===== src/rtl/pmbl_pkg.sv =====
package pmbl_pkg;
  localparam int unsigned PTR_W  = 16;
  localparam int unsigned DATA_W = 8;
  localparam int unsigned REG_AW = 5;
  localparam int unsigned WORD_W = 2 * DATA_W;
  localparam int unsigned WADR_W = PTR_W - 1;

  localparam logic [15:0] OP_IMPL    = 16'h95C8;
  localparam logic [6:0]  OP_Z_HEAD  = 7'b1001000;
  localparam logic [3:0]  OP_Z_TAIL  = 4'b0100;
  localparam logic [3:0]  OP_ZI_TAIL = 4'b0101;

  typedef enum logic [1:0] {ST_IDLE, ST_ADDR, ST_READ, ST_WB} pmbl_state_e;
  typedef enum logic [1:0] {FORM_NONE, FORM_IMPL, FORM_Z, FORM_ZINC} pmbl_form_e;
endpackage


===== src/rtl/pmbl_decode.sv =====
module pmbl_decode
  import pmbl_pkg::*;
(
  input  logic [15:0]       instr_i,
  output pmbl_form_e        form_o,
  output logic [REG_AW-1:0] dest_o
);
  always_comb begin
    form_o = FORM_NONE;
    dest_o = '0;
    if (instr_i == OP_IMPL) begin
      form_o = FORM_IMPL;
    end else if (instr_i[15:9] == OP_Z_HEAD) begin
      dest_o = instr_i[8:4];
      if (instr_i[3:0] == OP_Z_TAIL)       form_o = FORM_Z;
      else if (instr_i[3:0] == OP_ZI_TAIL) form_o = FORM_ZINC;
    end
  end
endmodule


===== src/rtl/pmbl_seq.sv =====
module pmbl_seq
  import pmbl_pkg::*;
(
  input  logic        clk_i,
  input  logic        rst_ni,
  input  logic        start_i,
  output pmbl_state_e state_o,
  output logic        busy_o,
  output logic        re_o,
  output logic        cap_o,
  output logic        wb_o
);
  pmbl_state_e state_q, state_d;

  always_comb begin
    unique case (state_q)
      ST_IDLE: state_d = start_i ? ST_ADDR : ST_IDLE;
      ST_ADDR: state_d = ST_READ;
      ST_READ: state_d = ST_WB;
      default: state_d = ST_IDLE;
    endcase
  end

  always_ff @(posedge clk_i or negedge rst_ni) begin
    if (!rst_ni) state_q <= ST_IDLE;
    else         state_q <= state_d;
  end

  assign state_o = state_q;
  assign busy_o  = (state_q != ST_IDLE);
  assign re_o    = (state_q == ST_ADDR);
  assign cap_o   = (state_q == ST_READ);
  assign wb_o    = (state_q == ST_WB);
endmodule


===== src/rtl/pmbl_lane.sv =====
module pmbl_lane #(
  parameter int unsigned PTR_W  = 16,
  parameter int unsigned DATA_W = 8,
  localparam int unsigned WORD_W = 2 * DATA_W
) (
  input  logic              clk_i,
  input  logic              rst_ni,
  input  logic              load_i,
  input  logic [PTR_W-1:0]  ptr_i,
  input  logic              cap_i,
  input  logic [WORD_W-1:0] word_i,
  output logic [PTR_W-1:0]  ptr_o,
  output logic [DATA_W-1:0] byte_o,
  output logic [PTR_W-1:0]  ptr_next_o
);
  logic [PTR_W-1:0]  ptr_q;
  logic [DATA_W-1:0] byte_q;

  always_ff @(posedge clk_i or negedge rst_ni) begin
    if (!rst_ni) begin
      ptr_q  <= '0;
      byte_q <= '0;
    end else begin
      if (load_i) ptr_q <= ptr_i;
      // bit 0 of the byte pointer picks the lane
      if (cap_i)  byte_q <= ptr_q[0] ? word_i[WORD_W-1:DATA_W] : word_i[DATA_W-1:0];
    end
  end

  assign ptr_o      = ptr_q;
  assign byte_o     = byte_q;
  assign ptr_next_o = ptr_q + PTR_W'(1); // wraps, no page carry
endmodule


===== src/rtl/pm_byte_load.sv =====
module pm_byte_load
  import pmbl_pkg::*;
(
  input  logic              clk_i,
  input  logic              rst_ni,
  input  logic              instr_valid_i,
  input  logic [15:0]       instr_i,
  input  logic [DATA_W-1:0] ptr_lo_i,
  input  logic [DATA_W-1:0] ptr_hi_i,
  output logic              stall_o,
  output logic              done_o,
  output logic              pm_re_o,
  output logic [WADR_W-1:0] pm_addr_o,
  input  logic [WORD_W-1:0] pm_rdata_i,
  output logic              rd_we_o,
  output logic [REG_AW-1:0] rd_addr_o,
  output logic [DATA_W-1:0] rd_wdata_o,
  output logic              ptr_we_o,
  output logic [PTR_W-1:0]  ptr_wdata_o,
  output logic              illegal_o
);
  pmbl_form_e        dec_form, form_q;
  logic [REG_AW-1:0] dec_dest, dest_q;
  pmbl_state_e       state;
  logic              busy, re, cap, wb, start;
  logic [PTR_W-1:0]  ptr_q, ptr_next;

  pmbl_decode u_dec (
    .instr_i (instr_i),
    .form_o  (dec_form),
    .dest_o  (dec_dest)
  );

  assign start = instr_valid_i && (state == ST_IDLE) && (dec_form != FORM_NONE);

  pmbl_seq u_seq (
    .clk_i   (clk_i),
    .rst_ni  (rst_ni),
    .start_i (start),
    .state_o (state),
    .busy_o  (busy),
    .re_o    (re),
    .cap_o   (cap),
    .wb_o    (wb)
  );

  pmbl_lane #(.PTR_W(PTR_W), .DATA_W(DATA_W)) u_lane (
    .clk_i      (clk_i),
    .rst_ni     (rst_ni),
    .load_i     (start),
    .ptr_i      ({ptr_hi_i, ptr_lo_i}),
    .cap_i      (cap),
    .word_i     (pm_rdata_i),
    .ptr_o      (ptr_q),
    .byte_o     (rd_wdata_o),
    .ptr_next_o (ptr_next)
  );

  always_ff @(posedge clk_i or negedge rst_ni) begin
    if (!rst_ni) begin
      form_q <= FORM_NONE;
      dest_q <= '0;
    end else if (start) begin
      form_q <= dec_form;
      dest_q <= dec_dest;
    end
  end

  assign stall_o     = busy;
  assign done_o      = wb;
  assign pm_re_o     = re;
  assign pm_addr_o   = ptr_q[PTR_W-1:1];
  assign rd_we_o     = wb;
  assign rd_addr_o   = dest_q;
  assign ptr_we_o    = wb && (form_q == FORM_ZINC);
  assign ptr_wdata_o = ptr_next;
  // destination overlaps the pointer pair
  assign illegal_o   = ptr_we_o && (dest_q[REG_AW-1:1] == '1);
endmodule


===== config.mk =====
export PLATFORM = sky130hd
export DESIGN_NAME = pm_byte_load
export DESIGN_NICKNAME = d
export VERILOG_FILES = /design/src/rtl/pmbl_pkg.sv /design/src/rtl/pmbl_decode.sv /design/src/rtl/pmbl_seq.sv /design/src/rtl/pmbl_lane.sv /design/src/rtl/pm_byte_load.sv
export SDC_FILE = /design/constraint.sdc
export NUM_CORES = 1
export LEC_CHECK = 0
export BUFFER_PORTS_ARGS = -buffer_cell sky130_fd_sc_hd__buf_2
export CAP_MARGIN = 20
export CORE_ASPECT_RATIO = 2
export CORE_MARGIN = 2
export CORE_UTILIZATION = 46
export CTS_BUF_LIST = sky130_fd_sc_hd__clkbuf_4
export CTS_CLUSTER_DIAMETER = 50
export DETAILED_ROUTE_END_ITERATION = 7
export PLACE_DENSITY = 0.82
export SETUP_SLACK_MARGIN = 0.02
export SLEW_MARGIN = 20
export SYNTH_ARGS = -nofsm -noshare
export SYNTH_HDL_FRONTEND = slang
export SYNTH_SLANG_ARGS = --single-unit
export TNS_END_PERCENT = 30

===== constraint.sdc =====
create_clock -name clk_i -period 4.5 [get_ports clk_i]
set_clock_uncertainty 0.15 [all_clocks]
set_input_delay 0.45 -clock clk_i [delete_from_list [all_inputs] [get_ports clk_i]]
set_output_delay 0.45 -clock clk_i [all_outputs]
set_load 0.05 [all_outputs]

==> flow_summary.json <==
{
  "status": "completed",
  "ctsResizeCount": 0,
  "reg2reg_depth": 5,
  "synth_top_family_by_area": "multiplexers",
  "finalInstanceArea_um2": 2370,
  "finalSetupTns_ns": 0,
  "timing.final.crit_share_pct": 64.2,
  "io_buffer_count": 100,
  "timing.rr.end": "u_lane.ptr_o[1]",
  "core_area_um2": 4050,
  "clk_pin_slew_ns": 0.10,
  "synth_top_area_cell": "dfrtp_1",
  "min_path_type": "input pin to async pin",
  "drt_first_iter_violations": 10,
  "drtAntennaViolNets": 0,
  "syn-num-nets": 230,
  "p_per_area_nw_per_um2": 393,
  "cts_made_buffers": 5,
  "hold_violations": 0,
  "worstReg2RegStart": "u_seq.state_o[0]",
  "gr-total-overflow": 0,
  "ir_drop_mv": 0.289,
  "yosys.area.top_type_share_pct": 43.1,
  "synth_mux_area_share_pct": 15.7,
  "synth-main-ff-cell": "dfrtp_1",
  "cts_buffer_depth": 2,
  "final_common_cell": "buf_2",
  "path_max_fanout": 14,
  "synth_area_leaders": "dfrtp_1 43%, buf_4 6.3%, mux2_4 6.3%",
  "rsz0062_at_grt": "false",
  "grt_max_degree": 34,
  "grt_pass1_vias": 1542,
  "cts_root_buf": "clkbuf_4",
  "grt_pass1_wl_um": 6770,
  "io_pins": 101,
  "die_y_um": 95.3,
  "cts_tree": "done",
  "syn_inst": 174,
  "worst_pin_slew_ns": 0.720,
  "synth_edf_count": 0,
  "avgViaCountPerCell": 5.07,
  "routed_wl_um": 4310,
  "maxCapViolations": 0,
  "synthAdderAreaFrac_pct": 3.27,
  "crit_type": "register to primary output",
  "rrSetupSlack_ns": 2.02,
  "startpoint": "u_lane.ptr_o[0]",
  "end_kind": "primary output",
  "grt_usage_pct": 18.9,
  "dpl_cell_area_um2": 2310,
  "relSlewSlack_pct": 52.0,
  "fp.dieW_um": 49.6,
  "p_leak_uw": 0.00129,
  "synth_compound_area_share_pct": 8.16,
  "cp-endpoint": "ptr_wdata_o[14]",
  "final_cell_mix": "100 x buf_2, 33 x dfrtp_1, 14 x nor2_1, 10 x inv_1, 10 x xnor2_1",
  "crit_arrival_ns": 2.29,
  "final-setup-viol-count": 0,
  "initial_core_util_pct": 47.3,
  "clkLatencyLatePin_ns": 0.32,
  "drive_gt1_share_pct": 50.2,
  "startpoint_type": "register",
  "fin_crit_ns": 2.89,
  "ys_async_sr_fraction_pct": 100,
  "row_count": 33,
  "fillCellCount": 416,
  "areaGrowthSynthToFinish_pct": 23.5,
  "htree_levels": 2,
  "ys_ff_latch": 33,
  "antenna_found_initial": 0,
  "yosysUniqueCellTypes": 30,
  "dp_hpwl_um": 3460,
  "cts_sinks": 33,
  "syn_area_per_cell_um2": 11.0,
  "cts_setup_buffers": 0,
  "routedWlPerCell_um": 13.9,
  "synth_area_um2": 1920,
  "post_synth_xor_area_fraction_pct": 6.40,
  "yosysWarningCount": 0,
  "cp.required_ns": 3.90,
  "firstDrtPassIters": 4,
  "antenna_cells": 0,
  "drv_slew": 0,
  "fmax_mhz": 346,
  "synthSimpleGateAreaFrac_pct": 12.5,
  "place_congestion": 0.913,
  "ys_seq_area_share_pct": 43.1,
  "die_area_um2": 4730,
  "dr_total_vias": 1578,
  "cts_hold_buf": 0,
  "drc": 0,
  "final_nets": 314
}
## per-layer routing
layer  vias to the layer above  share of wire, %  GRT usage (%)
li1                        767                 -              -
met1                       752                32           17.5
met2                        49                61           36.9
met3                        10               4.1           4.23
met4                         0               2.6           9.95
met5                         -                 0              0
## cells in the mapped netlist, drive strengths merged, types with 7 or more instances
master	n
mux2	17
nand3	7
buf	19
xnor2	10
inv	10
a21oi	8
dfrtp	33
mux2i	8
nor2	15
## cell type report
cell class	count	area, um^2	area share, %
Timing Repair Buffer	100	500	21.2
Inverter	10	37.5	1.59
Tap cell	52	65.1	2.75
Clock buffer	6	45.0	1.90
Multi-Input combinational cell	108	882	37.3
Clock inverter	2	10.0	0.423
Sequential cell	33	826	34.9
## worst min-delay path by stage
stage	startpoint	end	slack, ns
after floorplan	rst_ni	form_q[0]	0.004
after CTS	rst_ni	u_lane.ptr_o[2]	0.03
after global routing	rst_ni	u_lane.ptr_o[2]	0.04
final	rst_ni	u_lane.ptr_o[2]	0.02
after global placement	form_q[1]	form_q[1]	0.33
after detailed placement	form_q[1]	form_q[1]	0.34
## power by group
group          internal [uW]  total, uW  switching [uW]
registers                344        371            27.6
clock network           65.5        162            96.4
logic                   99.0        397             298
## kinds of logic after synthesis
logic type	after synthesis
AOI/OAI and AO/OA	21
xor gates and xnor gates	14
adders and majority gates	5
buffers and inverters	33
DFF	33
muxes	25
and+or+nand+nor	43
## registers in the layout, summed over array words and instances, names as in the netlist
name / cells
u_lane.ptr_o: 16
u_lane.byte_o: 8
rd_addr_o: 5
form_q: 2
u_seq.state_o: 2
## worst max-delay path, stage by stage, from the launching register on
cell and delay, ns:
dfrtp_1 0.75, ha_1 0.34, and3_1 0.29, nand4_1 0.16, xnor2_1 0.15, buf_2 0.27
## metrics by stage
step	setup slack (ns)	utilization, %	hold WS, ns	power [uW]	instances
6_report	1.61	58.5	0.0187	931	311
5_1_grt	1.41	58.5	0.0433	990	311
4_1_cts	1.57	58.5	0.0259	947	311
3_5_place_dp	1.75	57.1	0.336	780	303
3_3_place_gp	1.89	57.1	0.326	770	303
2_1_floorplan	2.00	-	0.00441	682	174
Power figures use the tool's default switching activity.
